`src/rtl/amp_key_ramp.sv`:
```
module amp_key_ramp #(
  parameter int AW = 14,
  parameter int DW = 16
) (
  input  logic          clk,
  input  logic          rst_n,
  input  logic          enable,
  input  logic          auto_mode,
  input  logic          key_pin,
  input  logic [AW-1:0] target,
  input  logic [DW-1:0] rate_div,
  input  logic [2:0]    step_code,
  output logic [AW-1:0] amp_out,
  output logic          owns_amp
);
  localparam int CW = DW + 2;

  logic [1:0]    sync_q;
  logic          key_s;
  logic [CW-1:0] cnt_q;
  logic [CW-1:0] lim;
  logic [DW-1:0] div_eff;
  logic          run;
  logic          tick;
  logic [AW-1:0] step_v;
  logic [AW-1:0] goal;
  logic [AW-1:0] amp_q;
  logic [AW-1:0] amp_nx;

  assign key_s   = sync_q[1];
  assign run     = enable && auto_mode && (step_code != 3'd0);
  assign div_eff = (rate_div == '0) ? DW'(1) : rate_div;
  assign lim     = {div_eff, 2'b00};
  assign tick    = run && (cnt_q == lim - CW'(1));
  assign goal    = key_s ? target : '0;

  always_comb begin
    case (step_code)
      3'd1:    step_v = AW'(1);
      3'd2:    step_v = AW'(2);
      3'd3:    step_v = AW'(4);
      default: step_v = AW'(8);
    endcase
  end

  always_comb begin
    amp_nx = amp_q;
    if (amp_q < goal)
      amp_nx = ((goal - amp_q) > step_v) ? amp_q + step_v : goal;
    else if (amp_q > goal)
      amp_nx = ((amp_q - goal) > step_v) ? amp_q - step_v : goal;
  end

  always_ff @(posedge clk or negedge rst_n) begin
    if (!rst_n) sync_q <= 2'b00;
    else        sync_q <= {sync_q[0], key_pin};
  end

  always_ff @(posedge clk or negedge rst_n) begin
    if (!rst_n)      cnt_q <= '0;
    else if (!run)   cnt_q <= '0;
    else if (tick)   cnt_q <= '0;
    else             cnt_q <= cnt_q + CW'(1);
  end

  always_ff @(posedge clk or negedge rst_n) begin
    if (!rst_n)          amp_q <= '0;
    else if (!enable)    amp_q <= '0;
    else if (!auto_mode) amp_q <= goal;
    else if (tick)       amp_q <= amp_nx;
  end

  assign amp_out  = amp_q;
  assign owns_amp = enable;
endmodule

```
`config.mk`:
```
export PLATFORM = sky130hd
export DESIGN_NAME = amp_key_ramp
export DESIGN_NICKNAME = d
export VERILOG_FILES = /design/src/rtl/amp_key_ramp.sv
export SDC_FILE = /design/constraint.sdc
export NUM_CORES = 1
export LEC_CHECK = 0
export BUFFER_PORTS_ARGS = -buffer_cell sky130_fd_sc_hd__buf_4
export CAP_MARGIN = 20
export CORE_MARGIN = 2
export CORE_UTILIZATION = 55
export CTS_BUF_LIST = sky130_fd_sc_hd__clkbuf_16
export CTS_CLUSTER_SIZE = 24
export DETAILED_ROUTE_END_ITERATION = 12
export PLACE_DENSITY = 0.76
export SLEW_MARGIN = 10
export SYNTH_ARGS = -nofsm -noshare
export SYNTH_HDL_FRONTEND = slang
export SYNTH_SLANG_ARGS = --single-unit
```
`constraint.sdc`:
```
create_clock -name clk -period 12.6 [get_ports clk]
set_input_delay 0.63 -clock clk [delete_from_list [all_inputs] [get_ports clk]]
set_output_delay 0.63 -clock clk [all_outputs]
set_load 0.05 [all_outputs]
```
# ---- Word level (Yosys, flattened, before mapping)
# Index checks and enable logic that the tools add are counted.
dict set report op_classes {
  addsub 6
  order_cmp 4
  eq_ne 6
  mux 12
  n_reduce_logical 6
}
# operator n
set ops {}
lappend ops {{14-bit 2-to-1 mux} 8}
lappend ops {{14-bit greater-than comparator} 3}
lappend ops {{14-bit subtractor} 3}
lappend ops {{18-bit 2-to-1 mux} 2}
lappend ops {{18-bit by 1-bit adder with 18-bit output (second input constant)} 1}
lappend ops {{18-bit equality test} 1}
lappend ops {{18-bit by 1-bit subtractor with 18-bit output (second input constant)} 1}
lappend ops {{16-bit logical NOT} 1}
lappend ops {{16-bit 2-to-1 mux} 1}
lappend ops {{14-bit adder} 1}
lappend ops {{14-bit < comparator} 1}
lappend ops {{4-bit one-hot mux with 3 select lines} 1}
lappend ops {{3-bit by 2-bit equality test with 1-bit output (second input constant)} 2}
lappend ops {{4-bit by 2-bit inequality test with 1-bit output (second input constant)} 1}
lappend ops {{3-bit by 1-bit equality test with 1-bit output (second input constant)} 1}
lappend ops {{1-bit logical AND} 3}
lappend ops {{3-bit by 2-bit inequality test with 1-bit output (second input constant)} 1}
lappend ops {{3-bit nonzero test} 1}
lappend ops {{2-bit AND reduction} 1}
dict set report word_totals {
  regBits 34
  inputBits 38
  output_inout_bits 15
  wordCells 37
}

# ---- Depth between registers and ports, before layout
# Gate-level depths: netlist of run 1.
dict set report logic_depth {
  depth_word 9
  mapped_depth 20
  mapped_depth_nobuf 16
}

# ---- Least setup slack after synthesis of run 1
# No wires, ideal clock.
dict set report synth_timing {
  path_type {register -> register}
  start {register sync_q[1]}
  end {register amp_q[4] (netlist: amp_out[4])}
  setup_ns 0.136
  arrival_ns 4.094
  t_required_ns 12.464
  slack_ns 8.370
  stages_incl_launch_ff 20
  path_buffers 4
  period_less_slack_ns 4.230
  path_cell_list {dfrtp_1 > buf_2 > clkbuf_1 > clkbuf_1 > nand2_1 > ha_1 > nand3b_1 > nand3_1 > xor2_1 > ha_1 > a21oi_1 > o21ai_0 > a2111o_1 > a2111oi_0 > nand4_1 > nand2_1 > buf_2 > nor3_1 > nor4b_1 > o22ai_1}
}
dict set report synth_between {
  elab_chain_cells 9
  elab_cells_between_ends 16
  classes_between {2 x add/sub; 4 x order compare; 1 x eq/ne; 8 x mux; 1 x reduce/logical}
}
# element line_no
set synth_rtl {}
lappend synth_rtl {{from (decl)} 18} ;# logic [1:0] sync_q;
lappend synth_rtl {{from (signal assigned)} 56} ;# else sync_q <= {sync_q[0], key_pin};
lappend synth_rtl {{14-bit 2-to-1 mux (*)} 35} ;# assign goal = key_s ? target : '0;
lappend synth_rtl {{14-bit subtractor} 51} ;# amp_nx = ((amp_q - goal) > step_v) ? amp_q - step_v : goal;
lappend synth_rtl {{14-bit greater-than comparator} 51}
lappend synth_rtl {{14-bit 2-to-1 mux} 51}
lappend synth_rtl {{14-bit 2-to-1 mux} 50} ;# else if (amp_q > goal)
lappend synth_rtl {{14-bit 2-to-1 mux} 48} ;# if (amp_q < goal)
lappend synth_rtl {{14-bit 2-to-1 mux} 70} ;# else if (tick) amp_q <= amp_nx;
lappend synth_rtl {{14-bit 2-to-1 mux} 69} ;# else if (!auto_mode) amp_q <= goal;
lappend synth_rtl {{14-bit 2-to-1 mux} 68} ;# else if (!enable) amp_q <= '0;
lappend synth_rtl {{to (signal assigned)} 69}
lappend synth_rtl {{to (signal assigned)} 70}
lappend synth_rtl {{to (decl)} 27} ;# logic [AW-1:0] amp_q;
# Every way passes the cells marked *; elsewhere a longest branch is shown, timed or not. The select of a mux whose other input is x is not followed.
# A chain may end at the register's enable or synchronous reset.

# ---- Final worst setup path of run 1
dict set report layout_timing {
  start {register sync_q[1]}
  end {register amp_q[2] (netlist: amp_out[2])}
}
# The elaborated chain is that of the path after synthesis.

==> metrics, run 1 <==
fin. max-slew vios=0; clk_skew=0.00692 ns; Setup Fix Bufs, Post-CTS=0; synthesized area per cell=7.52 um2; Yosys top cell by area=dfrtp_1; Initial Util=57.4%; CTS Buf Count=5; Yosys cell types=78; RD Place Congestion=0.955; most common cell after layout, fill and taps aside=nor2_1; Leak Pwr=2.26 nW; Die X=97.1 um; Die ar.=0.00943 mm2; Power Density=122 mW/mm2; first-pass GRT wire length=24200 um; Skew-Pair Late Insertion Delay=0.28 ns; Slowest-stage cell, CP=dfrtp_1; unrepaired setup endpoints after global routing=false; Yosys reg bits=34; commonest cells after routing, fill and taps aside=59 x nor2_1, 57 x nand2_1, 53 x buf_4, 39 x ha_1, 37 x a21oi_1; final setup vio count=0; fillers=747; sequential cell area fraction in the yosys report=17.8%; status=complete, no violations; IO Port Bufs=52; DRC Markers=0; largest net degree at the start of global routing=35; WHS=0.295 ns; Die Height=97.1 um; layout cells sized above 1=11.5%; crit path DAT=5.72 ns; 1st-iter DRT viols=439; CTS tree=yes; Final period util=43.6%; clock root buffer=clkbuf_16; worst slew pin tran=0.886 ns; EDFF count, synth=0; crit path kind=reg -> reg; total core area=0.00830 mm2; top_reg_cell synth=dfrtp_1; antenna violations before repair=0; area of the multi-input gates=0.00366 mm2; Reg clk slew, reported paths=0.06 ns; total track usage=30.9%; Total Routed Length=15000 um; max_cap viols=0; crit-path cells=nand2_1, ha_1, nand4b_1, nand3_1, xor2_1, ha_1, a21oi_1, o21ai_0, a2111o_1, a2111oi_0, nand4_1, nand2_1, a21boi_1, or4_1, nand3_1; Hold Fails Final Rpt=0; Cells after Synth=634; critical path launch point type=flip-flop; Crit. End Element=flip-flop; Layout area overhead=11.6%; GRT overflow=0; FMAX=0.182 GHz; Critical Path Max Stage Delay=0.92 ns; Gates resized, CTS repair=0; Min-Delay Path Class=in -> async; post-route ant nets=0; drt first pass iters=5; drt wl/cell=19.4 um; max_slew headroom=40.9%; Avg Vias per Cell=6.76; syn_nets=714; n_diodes=0; Final nets=746; Yosys top cell area share=17.8%; Detail Placement HPWL=11600 um; synth top area cells=dfrtp_1 18%, ha_1 10%, xnor2_1 5.7%, nor2_1 4.6%, nand2_1 4.5%; VDD IR max=0.0630 mV; CP Data Required Time=12.82 ns; Max Fanout on Critical Path=30; area occupied by registers=851 um2; FP Rows=33; Post-CTS Hold Buffers=0; DR vias=5218; Post-Syn Area=0.00477 mm2; Async SR Flop Fraction=100%; Fin Setup TNS=0 ns; H-tree levels=2; yosys warns=0; R2R Setup Slk=7.10 ns; post-layout minimum cycle time=5.50 ns; Clock Tree Buf Depth=2; boundary pin count=53; clock sink count=34; number of global-route vias before repair=4960
## layout make-up
type / count / area share, %
multi-input cells: 537 / 68.9
inverters: 35 / 2.47
flip-flops and latches: 34 / 16.0
clock inverters: 3 / 0.329
well taps: 105 / 2.47
repair buffers: 53 / 7.48
clock buffers: 5 / 2.35
## final timing paths
| kind | start | end | depth (start not counted) |
|---|---|---|---|
| max in group asynchronous | rst_n | cnt_q[6] | 1 |
| min reg2reg | sync_q[0] | sync_q[1] | 0 |
| min in group clk | sync_q[0] | sync_q[1] | 0 |
| max reg2reg | sync_q[1] | amp_out[2] | 15 |
| max | sync_q[1] | amp_out[2] | 15 |
| min | rst_n | cnt_q[17] | 1 |
## cell families after synthesis
| logic type | count (synthesis) | synth area share (%) |
|---|---|---|
| simple gates | 265 | 29.8 |
| buf+inv | 63 | 5.28 |
| fa+ha+maj | 42 | 11.5 |
| flops | 34 | 17.8 |
| compound gates | 175 | 25.3 |
| mux | 4 | 0.892 |
| xor+xnor | 51 | 9.37 |
## worst max-delay path, delay by kind of cell (launching register included)
kind	cells	cell delay [ns]
simple gates	7	1.96
compound gates	5	1.53
flops	1	0.92
fa+ha+maj	2	0.85
xor+xnor	1	0.18
## per-layer routing
metal  global-route usage (%)  wire (um)  vias up  share of wire (%)
li1                         -          -     2442                  -
met1                     36.7       5850     2473                 39
met2                     55.2       7370      242                 49
met3                     2.66        950       61                6.4
met4                     16.0        789        0                5.3
met5                        0          0        -                  0
## synth_stat cells (all sizes together), types with 6 or more instances
master / instances
nor2: 60
nand2: 57
ha: 39
a21oi: 37
dfrtp: 34
inv: 34
xnor2: 31
o21ai: 28
nor3: 25
clkbuf: 22
nand3: 20
nand4: 20
xor2: 20
nor4: 12
a211oi: 10
a21o: 10
a31oi: 10
and3: 9
or3: 9
or4: 7
a221oi: 6
and2: 6
buf: 6
o2111ai: 6
o211ai: 6
o221ai: 6
o22ai: 6
o31ai: 6
## state kept, by name (all words and copies together), names as in the netlist
signal / flops
amp_out: 14
sync_q: 2
cnt_q: 18
## through the flow
stage                     area, um2  power [mW]  setup WS, ns  instances  utilization, %
after floorplan                4770       0.411          8.37        634               -
final                          5320       0.651          7.10        772            64.1
after detailed placement       5180       0.520          7.41        764            62.4
after global placement         5180       0.510          7.72        764            62.4
after CTS                      5320       0.641          7.39        772            64.1
after global routing           5320       0.687          6.76        772            64.1
## where the power goes
part,internal [mW],switching (mW),total [mW]
registers,0.117,0.0220,0.139
logic,0.145,0.248,0.393
clock network,0.0724,0.0467,0.119
total,0.334,0.317,0.651
(Power assumes the default switching activity.)
==> run 2, diff against run 1 <==
Clock period 12.6 ns to 5.2 ns, I/O delays scaled along.
==> run 2 against run 1 <==
Via count decreased by 0.56%. Power increased by 140%. Worst hold slack got worse by 0.21 ns. Cell count increased by 0.52%. Setup slack got worse by 6.5 ns. First-iteration DRC count increased by 20%. Sequential share of layout area decreased by 0.082 points. Non-clock buffer count increased by 4.
==> metrics, run 2 (synthesis gave the netlist of run 1 again) <==
Power Density=291 mW/mm2; FF-to-FF End=amp_out[2]; commonest cells after routing, fill and taps aside=59 x nor2_1, 57 x nand2_1, 56 x buf_4, 39 x ha_1, 37 x a21oi_1; most common cell after layout, fill and taps aside=nor2_1; worst slew pin tran=0.624 ns; Placement Setup Slack=0.735 ns; boundary pin count=53; Min-Delay Path Class=in -> reg; setup ws final=0.602 ns; Final period util=88.4%; total track usage=30.2%; number of global-route vias before repair=4979; placed cell count=767; FP Rows=33; H-tree levels=2; VDD IR max=0.123 mV; FMAX=0.217 GHz; status=complete, no violations; first-pass GRT wire length=23800 um; Fin Setup TNS=0 ns; fin. max-slew vios=0; Die X=97.1 um; Layout area overhead=12.2%; post-layout minimum cycle time=4.60 ns; layout cells sized above 1=11.8%; CP Data Required Time=5.41 ns; instance count on the critical path=16; Avg Vias per Cell=6.69; clock sink count=34; n_diodes=0; Detail Placement HPWL=11400 um; DR vias=5189; crit-path cells=buf_4, nand2_1, ha_1, nand3b_1, nand3_1, xor2_1, ha_1, a21oi_1, o21ai_0, a2111o_1, a2111oi_0, nand4_1, nand2_1, a21boi_1, or4_1, nand3_1; CTS Buf Count=5; Top delay family on crit path=simple AND/OR/NAND/NOR gates; Buffers & Inverters on Critical Path=1; Clock Tree Buf Depth=2; Setup Fix Bufs, Post-CTS=0; Final nets=750; Finished Layout Cells=776; reg2reg path depth=16; Crit. End Element=flip-flop; Initial Util=57.4%; 1st-iter DRT viols=527; Die Height=97.1 um; Gates resized, CTS repair=0; Largest Register=cnt_q; R2R Setup Slk=0.60 ns; Skew-Pair Late Insertion Delay=0.28 ns; Slowest-stage cell, CP=or4_1; Total Routed Length=14400 um; antenna violations before repair=0; critical path launch point type=flip-flop; Largest register FFs=18; Reg clk slew, reported paths=0.05 ns; crit path kind=reg -> reg; crit path to=amp_out[2]; crit path DAT=4.81 ns; Critical Path Max Stage Delay=0.47 ns; drt wl/cell=18.6 um; GRT overflow=0; design area=0.00535 mm2; hold_sp=key_pin; DRC Markers=0; Die ar.=0.00943 mm2; Leak Pwr=2.27 nW; final setup vio count=0; worst reg2reg startpoint=sync_q[1]; post-route ant nets=0; fillers=779; largest net degree at the start of global routing=35; unrepaired setup endpoints after global routing=false; max_cap viols=0; clk_skew=0.00351 ns; Max Fanout on Critical Path=29; DP Area=0.00520 mm2; clock root buffer=clkbuf_16; Post-CTS Hold Buffers=1; RD Place Congestion=0.991; Critical path origin=sync_q[1]; max_slew headroom=58.3%; IO Port Bufs=52; drt first pass iters=6; CTS tree=yes; total core area=0.00830 mm2; Hold Fails Final Rpt=0
[run 2: cell count changes in the layout (fill, tap and decap cells not counted), sizes merged]
cell / before / now
dlygate4sd3: 0 / 1
buf: 53 / 56
[run 2: worst min-delay path by stage]
stage	depth (start not counted)	end	slack [ns]
floorplan	0	amp_out[0]	-0.04
global placement	1	cnt_q[15]	0.24
detailed placement	1	cnt_q[10]	0.25
CTS	1	sync_q[0]	0.08
global route	1	sync_q[0]	0.08
finish	1	sync_q[0]	0.09
[run 2: final cells by class]
cell class	count	area [um2]	area share, %
well taps	105	131	2.46
repair buffers	57	430	8.05
clock buffers	5	125	2.34
multi-input cells	537	3660	68.5
flip-flops and latches	34	851	15.9
inverters	35	131	2.46
clock inverters	3	12.5	0.234
[run 2: stage by stage]
| stage | power (mW) | hold WS, ns | utilization (%) |
|---|---|---|---|
| 6_report | 1.56 | 0.0864 | 64.4 |
| 4_1_cts | 1.54 | 0.0846 | 64.4 |
| 3_5_place_dp | 1.25 | 0.246 | 62.6 |
| 3_3_place_gp | 1.23 | 0.235 | 62.6 |
| 2_1_floorplan | 0.996 | -0.0356 | - |
| 5_1_grt | 1.65 | 0.0809 | 64.4 |
[run 2: per-layer routing]
| metal | wire [um] | vias up | GRT usage [%] | part of all wire (%) |
|---|---|---|---|---|
| met4 | 675 | 0 | 15.0 | 4.7 |
| met3 | 985 | 60 | 3.45 | 6.8 |
| met1 | 5650 | 2406 | 37.0 | 39 |
| met2 | 7090 | 270 | 52.6 | 49 |
| li1 | - | 2453 | - | - |
| met5 | 0 | - | 0 | 0 |
[run 2: power by group]
part | leakage [nW] | total [mW] | switching (mW) | internal (mW)
clock network | 0.0724 | 0.281 | 0.108 | 0.173
logic | 1.74 | 0.946 | 0.592 | 0.354
registers | 0.459 | 0.332 | 0.0485 | 0.283
==> run 3, diff against run 2 <==
Settings changed: CORE_MARGIN 2 to default.
==> run 3 against run 2 <==
Global-route usage grew 3.9 points. Cell count decreased by 0.13%. Register-to-register slack got worse by 0.03 ns. Critical endpoint unchanged. Combinational power is 0.4% higher.
==> metrics, run 3 (synthesis gave the netlist of run 1 again) <==
Hold Fails Final Rpt=0; Placement Setup Slack=0.714 ns; most common cell after layout, fill and taps aside=nor2_1; Total Routed Length=14900 um; Final nets=749; total core area=0.00830 mm2; Buffers & Inverters on Critical Path=1; Min-Delay Path Class=in -> reg; Reg clk slew, reported paths=0.05 ns; max_cap viols=0; critical path launch point type=flip-flop; RD Place Congestion=0.989; Skew-Pair Late Insertion Delay=0.28 ns; area of the multi-input gates=0.00366 mm2; max_slew headroom=52.3%; VDD IR max=0.204 mV; area occupied by registers=851 um2; Largest register FFs=18; CP Data Required Time=5.41 ns; crit path DAT=4.84 ns; layout cells sized above 1=11.5%; status=complete, no violations; FP Rows=33; crit-path cells=buf_4, nand2_1, ha_1, nand3b_1, nand3_1, xor2_1, ha_1, a21oi_1, o21ai_0, a2111o_1, a2111oi_0, nand4_1, nand2_1, a21boi_1, or4_1, nand3_1; Crit. End Element=flip-flop; WHS=0.0883 ns; worst slew pin tran=0.715 ns; Power Density=293 mW/mm2; Die ar.=0.00904 mm2; n_diodes=0; clock sink count=34; crit path kind=reg -> reg; clk_skew=0.00298 ns; Critical Path Max Stage Delay=0.46 ns; Fin Setup TNS=0 ns; antenna violations before repair=0; Final period util=89.0%; unrepaired setup endpoints after global routing=false; Max Fanout on Critical Path=29; post-layout minimum cycle time=4.63 ns; Leak Pwr=2.26 nW; post-route ant nets=0; setup ws final=0.575 ns; H-tree levels=2; drt first pass iters=5; drt wl/cell=19.3 um; Gates resized, CTS repair=0; Die X=95.1 um; FMAX=0.216 GHz; clock root buffer=clkbuf_16; number of global-route vias before repair=4940; Largest Register=cnt_q; Top delay family on crit path=simple AND/OR/NAND/NOR gates; total track usage=34.1%; Initial Util=57.4%; largest net degree at the start of global routing=35; Post-CTS Hold Buffers=1; final setup vio count=0; commonest cells after routing, fill and taps aside=59 x nor2_1, 57 x nand2_1, 55 x buf_4, 39 x ha_1, 37 x a21oi_1; Setup Fix Bufs, Post-CTS=0; DRC Markers=0; CTS Buf Count=5; 1st-iter DRT viols=520; CTS tree=yes; Die Height=95.1 um; Layout area overhead=12.0%; fillers=742; boundary pin count=53; Avg Vias per Cell=6.81; final core utilization=64.3%; Clock Tree Buf Depth=2; R2R Setup Slk=0.57 ns; GRT overflow=0; DR vias=5281; Detail Placement HPWL=11600 um; first-pass GRT wire length=24100 um; IO Port Bufs=52; fin. max-slew vios=0; Slowest-stage cell, CP=or4_1
## run 3: cell type report
cell class	count	area share, %
inverters	35	2.46
clock inverters	3	0.211
clock buffers	5	2.34
repair buffers	56	7.92
well taps	105	2.46
flip-flops and latches	34	15.9
multi-input cells	537	68.7
## run 3: worst reg2reg max path: cells and delay by family, from the launching register on
family                     cells  cell delay (ns)
AOI/OAI and AO/OA              5             1.34
xor gates and xnor gates       1             0.16
adders and majority gates      2             0.68
buffers and inverters          1             0.28
DFF                            1             0.34
and+or+nand+nor                7             1.75
## run 3: worst paths after layout
| path | start | endpoint | cells past startpoint |
|---|---|---|---|
| worst max-delay path | sync_q[1] | amp_out[2] | 16 |
| worst min-delay path | key_pin | sync_q[0] | 1 |
| worst max register to register | sync_q[1] | amp_out[2] | 16 |
| worst min register to register | sync_q[0] | sync_q[1] | 0 |
| max in group asynchronous | rst_n | cnt_q[1] | 2 |
| min in group asynchronous | rst_n | cnt_q[14] | 2 |
## run 3: metal layers
| metal | wire [um] | up-vias | track usage [%] |
|---|---|---|---|
| li1 | - | 2448 | - |
| met1 | 5830 | 2492 | 40.2 |
| met2 | 7460 | 275 | 61.0 |
| met3 | 980 | 66 | 4.07 |
| met4 | 663 | 0 | 16.2 |
| met5 | 0 | - | 0 |
## run 3: metrics by stage
| stage | power (mW) | instance area, um2 | std cells |
|---|---|---|---|
| floorplan | 0.996 | 4770 | 634 |
| global placement | 1.24 | 5190 | 766 |
| detailed placement | 1.26 | 5190 | 766 |
| CTS | 1.54 | 5340 | 775 |
| global route | 1.66 | 5340 | 775 |
| finish | 1.56 | 5340 | 775 |
## run 3: report_power, final
part           leakage (nW)  switching (mW)  internal [mW]
Combinational          1.74           0.597          0.353
Clock                0.0663           0.107          0.172
Sequential            0.459          0.0518          0.283
Total                  2.26           0.756          0.809
